<file path="config.mk">
export PLATFORM = sky130hd
export DESIGN_NAME = irq_mask_unit
export DESIGN_NICKNAME = d
export VERILOG_FILES = /design/src/rtl/ims_pkg.sv /design/src/rtl/ims_mask_reg.sv /design/src/rtl/ims_status_reg.sv /design/src/rtl/ims_read_mux.sv /design/src/rtl/irq_mask_unit.sv
export SDC_FILE = /design/constraint.sdc
export NUM_CORES = 1
export LEC_CHECK = 0
export ABC_AREA = 0
export BUFFER_PORTS_ARGS = -buffer_cell sky130_fd_sc_hd__buf_2
export CORE_UTILIZATION = 45
export DETAILED_ROUTE_END_ITERATION = 8
export PLACE_DENSITY = 0.87
export SLEW_MARGIN = 20
export SYNTH_ARGS = -nofsm -noshare
export SYNTH_HDL_FRONTEND = slang
export SYNTH_SLANG_ARGS = --single-unit
</file>
<file path="constraint.sdc">
create_clock -name clk -period 2.2 [get_ports clk]
set_clock_uncertainty 0.05 [all_clocks]
set_input_delay 0.33 -clock clk [delete_from_list [all_inputs] [get_ports clk]]
set_output_delay 0.33 -clock clk [all_outputs]
set_load 0.05 [all_outputs]
</file>
<file path="src/rtl/ims_pkg.sv">
package ims_pkg;
  localparam int FN_W = 32;

  typedef enum logic [2:0] {
    SEL_ENSET = 3'd0,
    SEL_ENCLR = 3'd1,
    SEL_MASK  = 3'd2,
    SEL_STAT  = 3'd3,
    SEL_RAW   = 3'd4
  } reg_sel_e;

  localparam int POS_RXTRIG  = 0;
  localparam int POS_RXEMPTY = 1;
  localparam int POS_TXEMPTY = 3;
  localparam int POS_TXFULL  = 4;

  function automatic logic [FN_W-1:0] mask_update(input logic [FN_W-1:0] cur,
                                                  input logic [FN_W-1:0] setv,
                                                  input logic [FN_W-1:0] clrv);
    return (cur | setv) & ~clrv;
  endfunction

  // new events are ORed in after the clear, so an event wins a same-cycle race
  function automatic logic [FN_W-1:0] status_update(input logic [FN_W-1:0] cur,
                                                    input logic [FN_W-1:0] evt,
                                                    input logic [FN_W-1:0] clrv);
    return (cur & ~clrv) | evt;
  endfunction

  function automatic logic [FN_W-1:0] raw_view(input logic [3:0] lvl);
    logic [FN_W-1:0] v;
    v = '0;
    v[POS_RXTRIG]  = lvl[0];
    v[POS_RXEMPTY] = lvl[1];
    v[POS_TXEMPTY] = lvl[2];
    v[POS_TXFULL]  = lvl[3];
    return v;
  endfunction
endpackage

</file>
<file path="src/rtl/ims_mask_reg.sv">
module ims_mask_reg #(
  parameter int IRQ_W = 13
) (
  input  logic             clk,
  input  logic             rst_n,
  input  logic             set_stb,
  input  logic             clr_stb,
  input  logic [IRQ_W-1:0] wbits,
  output logic [IRQ_W-1:0] mask
);
  localparam int FW = ims_pkg::FN_W;

  logic [FW-1:0] set_v, clr_v, nxt;

  assign set_v = set_stb ? FW'(wbits) : '0;
  assign clr_v = clr_stb ? FW'(wbits) : '0;
  assign nxt   = ims_pkg::mask_update(FW'(mask), set_v, clr_v);

  always_ff @(posedge clk or negedge rst_n) begin
    if (!rst_n) mask <= '0;
    else        mask <= nxt[IRQ_W-1:0];
  end


  en_set_chk: assert property (@(posedge clk) disable iff (!rst_n)
    set_stb |=> ((mask & $past(wbits)) == $past(wbits)))
    else $error("mask set write did not take");


  en_clr_chk: assert property (@(posedge clk) disable iff (!rst_n)
    clr_stb |=> ((mask & $past(wbits)) == '0))
    else $error("mask clear write did not take");


  mask_hold_chk: assert property (@(posedge clk) disable iff (!rst_n)
    (!set_stb && !clr_stb) |=> $stable(mask))
    else $error("mask moved without a set or clear write");
endmodule

</file>
<file path="src/rtl/ims_status_reg.sv">
module ims_status_reg #(
  parameter int IRQ_W = 13,
  parameter int EVT_W = 9
) (
  input  logic             clk,
  input  logic             rst_n,
  input  logic [EVT_W-1:0] evt,
  input  logic             clr_stb,
  input  logic [IRQ_W-1:0] wbits,
  output logic [IRQ_W-1:0] status
);
  localparam int FW = ims_pkg::FN_W;

  logic [IRQ_W-1:0] evt_ext;
  logic [IRQ_W-1:0] clr_bits;
  logic [FW-1:0]    nxt;

  assign evt_ext  = IRQ_W'(evt);
  assign clr_bits = clr_stb ? wbits : '0;
  assign nxt      = ims_pkg::status_update(FW'(status), FW'(evt_ext), FW'(clr_bits));

  for (genvar i = 0; i < IRQ_W; i++) begin : g_bit
    if (i < EVT_W) begin : g_src
      always_ff @(posedge clk or negedge rst_n) begin
        if (!rst_n) status[i] <= 1'b0;
        else        status[i] <= nxt[i];
      end
    end else begin : g_nosrc
      assign status[i] = 1'b0;
    end
  end


  evt_lands_chk: assert property (@(posedge clk) disable iff (!rst_n)
    (evt_ext != '0) |=> ((status & $past(evt_ext)) == $past(evt_ext)))
    else $error("event pulse was not latched");


  no_drop_chk: assert property (@(posedge clk) disable iff (!rst_n)
    1'b1 |=> (($past(status) & ~$past(clr_bits) & ~status) == '0))
    else $error("status bit dropped without a clear");
endmodule

</file>
<file path="src/rtl/ims_read_mux.sv">
module ims_read_mux #(
  parameter int IRQ_W  = 13,
  parameter int DATA_W = 32,
  parameter int ADDR_W = 3
) (
  input  logic [ADDR_W-1:0] addr,
  input  logic [IRQ_W-1:0]  mask,
  input  logic [IRQ_W-1:0]  status,
  input  logic [3:0]        lvl,
  output logic [DATA_W-1:0] rdata
);
  import ims_pkg::*;
  localparam int FW = ims_pkg::FN_W;

  logic [FW-1:0] raw_word;
  assign raw_word = raw_view(lvl);

  always_comb begin
    rdata = '0;
    if (addr == ADDR_W'(SEL_MASK))      rdata = DATA_W'(mask);
    else if (addr == ADDR_W'(SEL_STAT)) rdata = DATA_W'(status);
    else if (addr == ADDR_W'(SEL_RAW))  rdata = DATA_W'(raw_word);
  end


  always_comb begin
    if (addr == ADDR_W'(SEL_RAW))
      raw_bits_chk: assert ((rdata & ~DATA_W'(32'h1B)) == '0)
        else $error("level view has bits outside its field");
  end
endmodule

</file>
<file path="src/rtl/irq_mask_unit.sv">
module irq_mask_unit #(
  parameter int DATA_W = 32,
  parameter int IRQ_W  = 13,
  parameter int EVT_W  = 9,
  parameter int ADDR_W = 3
) (
  input  logic              clk,
  input  logic              rst_n,
  input  logic              reg_wr,
  input  logic [ADDR_W-1:0] reg_addr,
  input  logic [DATA_W-1:0] reg_wdata,
  output logic [DATA_W-1:0] reg_rdata,
  input  logic [EVT_W-1:0]  evt_pulse,
  input  logic [3:0]        lvl_cond,
  output logic              irq
);
  import ims_pkg::*;

  logic             set_stb, clr_stb, ack_stb;
  logic [IRQ_W-1:0] wbits, mask, status, pending;
  logic             wdata_unused;

  assign wbits        = reg_wdata[IRQ_W-1:0];
  assign wdata_unused = ^reg_wdata[DATA_W-1:IRQ_W];
  assign set_stb      = reg_wr && (reg_addr == ADDR_W'(SEL_ENSET));
  assign clr_stb      = reg_wr && (reg_addr == ADDR_W'(SEL_ENCLR));
  assign ack_stb      = reg_wr && (reg_addr == ADDR_W'(SEL_STAT));

  ims_mask_reg #(.IRQ_W(IRQ_W)) u_mask (
    .clk(clk), .rst_n(rst_n), .set_stb(set_stb), .clr_stb(clr_stb),
    .wbits(wbits), .mask(mask));

  ims_status_reg #(.IRQ_W(IRQ_W), .EVT_W(EVT_W)) u_stat (
    .clk(clk), .rst_n(rst_n), .evt(evt_pulse), .clr_stb(ack_stb),
    .wbits(wbits), .status(status));

  ims_read_mux #(.IRQ_W(IRQ_W), .DATA_W(DATA_W), .ADDR_W(ADDR_W)) u_rd (
    .addr(reg_addr), .mask(mask), .status(status), .lvl(lvl_cond),
    .rdata(reg_rdata));

  assign pending = status & mask;

  always_ff @(posedge clk or negedge rst_n) begin
    if (!rst_n) irq <= 1'b0;
    else        irq <= |pending;
  end


  irq_masked_chk: assert property (@(posedge clk) disable iff (!rst_n)
    (mask == '0) |=> !irq)
    else $error("irq raised with an empty mask");


  irq_idle_chk: assert property (@(posedge clk) disable iff (!rst_n)
    (status == '0) |=> !irq)
    else $error("irq raised with empty status");
endmodule

</file>
### Yosys cells after proc, flatten, opt, wreduce, memory -nomap -nowiden

Cells that the tools add are included.

* register bits after elaboration: 23
* input port bits: 51
* output and inout port bits: 33

* reductions and logical operators: 5
* bitwise logic cells: 7
* eq/ne operators: 4
* multiplexer cells: 6

Operators by type and width (number)
* 32-bit two-way mux: 2
* 13-bit two-way mux: 2
* 13-bit AND: 1
* 9-bit by 13-bit AND with 13-bit output: 1
* 13-bit inverter: 1
* 13-bit bitwise OR: 1
* 13-bit OR reduction: 1
* 9-bit AND: 1
* 9-bit two-way mux: 1
* 9-bit inverter: 1
* 9-bit bitwise OR: 1
* 3-bit by 2-bit equality test with 1-bit output (second input constant): 2
* 5-bit two-way mux: 1
* 3-bit by 1-bit equality test with 1-bit output (second input constant): 1
* 3-bit equality test (second input constant): 1
* 1-bit logical AND: 3
* 3-bit zero test: 1

### Logic depth before layout (Yosys ltp)

* word-level depth: 6
* gate-level depth with buffers: 5

### Cells and area by module

A second synthesis with hierarchy kept.

* cell total of the unflattened synthesis: 137
* area, all modules: 1358.8 um2

Modules (own cells, without submodules)
* ims_mask_reg: cells an instance 41, times used 1, seq. area each 325.3 um2, area each 471.7 um2
* ims_read_mux: cells an instance 51, times used 1, seq. area each 0.0 um2, area each 400.4 um2
* ims_status_reg: cells an instance 33, times used 1, seq. area each 225.2 um2, area each 371.6 um2
* irq_mask_unit: cells an instance 12, times used 1, seq. area each 25.0 um2, area each 115.1 um2

### Least setup slack after synthesis

Ideal clock, no wire load.

* kind: input port to output port
* start: input port reg_addr[0]
* end: output port reg_rdata[10]
* data arrival time: 1775 ps
* path slack: 45 ps
* stages on the path: 3
* path buffers: 2
* path through: buf_4 > buf_2 > nor3_1

* longest elaborated chain between the ends: 2

Ends and longest elaborated chain
* start: declaration: line irq_mask_unit.sv:10 `input logic [ADDR_W-1:0] reg_addr,`
* 3-bit by 2-bit equality test with 1-bit output: line ims_read_mux.sv:20 `if (addr == ADDR_W'(SEL_MASK)) rdata = DATA_W'(mask);`
* 32-bit two-way mux: line ims_read_mux.sv:20
* end: declaration: line irq_mask_unit.sv:12 `output logic [DATA_W-1:0] reg_rdata,`

Every way passes these cells.

### Worst setup path after layout

* start: input port reg_addr[0]
* end: output port reg_rdata[4]

* longest elaborated chain between the ends: 4
* elaborated cells on any way between the ends: 6

Ends and longest elaborated chain
* 3-bit equality test: line ims_read_mux.sv:22 `else if (addr == ADDR_W'(SEL_RAW)) rdata = DATA_W'(raw_word);`
* 5-bit two-way mux: line ims_read_mux.sv:22
* 32-bit two-way mux: line ims_read_mux.sv:21 `else if (addr == ADDR_W'(SEL_STAT)) rdata = DATA_W'(status);`
* 32-bit two-way mux *: line ims_read_mux.sv:20

Every way passes the cells marked *; elsewhere a longest branch is shown, timed or not.

==> impl_metrics.tcl <==
set metrics [dict create \
    grt_setup_unrepaired "no" \
    cts_resized 0 \
    worstPathRequired_ps 1820 \
    path_max_fanout 14 \
    die_h_um 56.5 \
    root_buffer "clkbuf_4" \
    gp_congestion 0.733 \
    firstDrtPassIters 4 \
    postSynthAreaPerCell_um2 9.49 \
    cts.htree.levels 1 \
    grt_pass1_vias 1009 \
    cts_tree "built" \
    clk_pin_slew_ps 120 \
    worst_pin_slew_ps 579 \
    clkSinkCount 23 \
    vias 1043 \
    clock_path_buffers 2 \
    outcome "finished, final reports clean" \
    slew_viol_final 0 \
    synth_area_mm2 0.00134 \
    cp.arrival_ps 1400 \
    finalHoldViolCount 0 \
    dpl.hpwl_mm 1.94 \
    grt_antenna_before_repair 0 \
    wirelength_mm 2.50 \
    drive_gt1_share_pct 28.0 \
    layout_min_cycle_time_ps 1780 \
    slowest_delay_ps 420 \
    row_count 19 \
    hp-start "evt_pulse[6]" \
    drt_iter0_markers 9 \
    slew_headroom_pct 61.3 \
    reg2reg_slack_ps 1040 \
    fin_crit_sh_pct 81.0 \
    grt_max_degree 24 \
    hold_depth 2 \
    synthDistinctLibCells 22 \
    synth_cells 141 \
    max_freq_mhz 561 \
    antenna_cells 0 \
    drv_cap 0 \
    r2r-start "u_mask.mask[4]$_DFF_PN0_" \
    yosysTopAreaCell "dfrtp_1" \
    ys_ff_latch 23 \
    p_leak_nw 0.857 \
    crit_type "primary input to primary output" \
    powerDensity_mw_per_mm2 662 \
    vdd_drop_max_mv 0.475 \
    synth.yosys.seq_area_share_pct 43.0 \
    worstRegToRegCells 3 \
    cts_setup_buffers 0 \
    die_area_mm2 0.00319 \
    yosysWarnings 0 \
    wl_per_cell_um 11.5 \
    clk_latency_ps 310 \
    area_growth_pct 15.1 \
    coreArea_mm2 0.00278 \
    hold_path_end "u_stat.status[6]$_DFF_PN0_" \
    fin_total_pwr_mw 1.02 \
    slowest_stage "nor3b_1" \
    grt_use_total_pct 17.1 \
    drtAntennaViolNets 0 \
    fin_nets 238 \
    path_common_cell "buf_2" \
    timing.rr.end "irq$_DFF_PN0_" \
    die_x_um 56.5 \
    avgViaCountPerCell 4.81 \
    grt_overflow 0 \
    grt_pass1_wl_mm 4.26 \
    hold_class "primary input to flop" \
    ios 84 \
    synth_top_area_share_pct 43.0 \
    final.setup.tns_ps 0 \
    critPathCaptureType "primary output" \
    crit_chain "buf_2 > nor3b_1 > nand2_1 > o21ai_0 > buf_2" \
    synthTopCellsByArea "dfrtp_1 43%, mux2i_1 16%, buf_4 12%, nand2_1 7.3%, a21o_1 5.1%" \
    setup_violations 0 \
    numCtsBuffers 3 \
    drc 0 \
    initial_core_util_pct 48.1 \
    cp-start-kind "primary input" \
    io_buffers 45 \
]
[registers in the layout, summed over array words and instances, names as in the netlist]
signal / count
irq: 1
u_mask.mask: 13
u_stat.status: 9
[where the power goes]
group | total, mW | internal, mW | switching (mW)
Combinational | 0.311 | 0.0919 | 0.219
Clock | 0.194 | 0.0680 | 0.125
Sequential | 0.515 | 0.478 | 0.0364
[worst max-delay path by stage]
| stage | slack (ps) | from | endpoint | cells past startpoint |
|---|---|---|---|---|
| 4_1_cts | 400 | reg_addr[0] | reg_rdata[4] | 5 |
| 3_3_place_gp | 450 | reg_addr[0] | reg_rdata[1] | 5 |
| 5_1_grt | 240 | reg_addr[0] | reg_rdata[1] | 5 |
| 3_5_place_dp | 400 | reg_addr[0] | reg_rdata[4] | 5 |
| 6_report | 420 | reg_addr[0] | reg_rdata[4] | 5 |
| 2_1_floorplan | 40 | reg_addr[0] | reg_rdata[10] | 3 |
[metrics by stage]
stage,hold WS [ps],setup WS (ps),util [%],instance area (um2),instances
2_1_floorplan,-15.6,44.6,-,1410,159
3_3_place_gp,275,447,54.0,1500,212
3_5_place_dp,271,402,54.0,1500,212
4_1_cts,123,402,55.3,1540,217
5_1_grt,120,237,55.3,1540,217
6_report,129,418,55.3,1540,217
[cells by family (layout without fill, tap and decap cells)]
family / count (synthesis) / in the layout / synth area share [%]
AOI/OAI and AO/OA: 17 / 17 / 9.17
buffers and inverters: 38 / 65 / 17.3
DFF: 23 / 23 / 43.0
muxes: 22 / 22 / 16.5
other: 1 / 19 / 0.280
and+or+nand+nor: 40 / 40 / 13.8
[worst max-delay path: cells and delay by family]
| kind | cells | cell delay, ps |
|---|---|---|
| AOI/OAI and AO/OA | 1 | 80 |
| and+or+nand+nor | 2 | 530 |
| buffers and inverters | 2 | 470 |
[per-layer routing]
layer  track usage (%)  wire length (um)
met5                 0                 0
met4              6.27                32
met3              3.23               140
met2              30.6              1270
met1              20.1              1060
[Yosys cell counts]
master and instances:
nand3_1 1, a222oi_1 1, o21ai_0 4, nor3b_4 1, and4b_1 1, a221oi_1 1, inv_1 13, a22oi_1 1
nand2b_1 1, dfrtp_1 23, nor3_1 4, conb_1 1, a22o_1 1, buf_2 2, nor2_1 5, clkbuf_1 1
nand2_1 26, nor3b_1 1, buf_6 1, a21o_1 9, buf_4 21, mux2i_1 22
[placed cells by master, fill, tap and decap left out, types with 2 or more instances in the layout]
cell / n
nor2_1: 5
clkbuf_4: 3
mux2i_1: 22
conb_1: 19
nand2_1: 26
buf_2: 45
dfrtp_1: 23
inv_1: 13
buf_4: 2
nor3_1: 4
o21ai_0: 4
a21o_1: 9
[area by class of cell]
cell class,count,area [um2]
fill,273,1240
multi-input combinational,98,598
sequential,23,576
timing repair buffer,48,250
inverter,13,48.8
tap,31,38.8
clock buffer,3,22.5
clock inverter,1,5.00
[what timing repair did]
item	in CTS	in global routing
hold buffers	1	0
hold endpoints to repair	23	0
setup endpoints to repair	0	0
No activity file was read; power rests on OpenSTA's default activity.
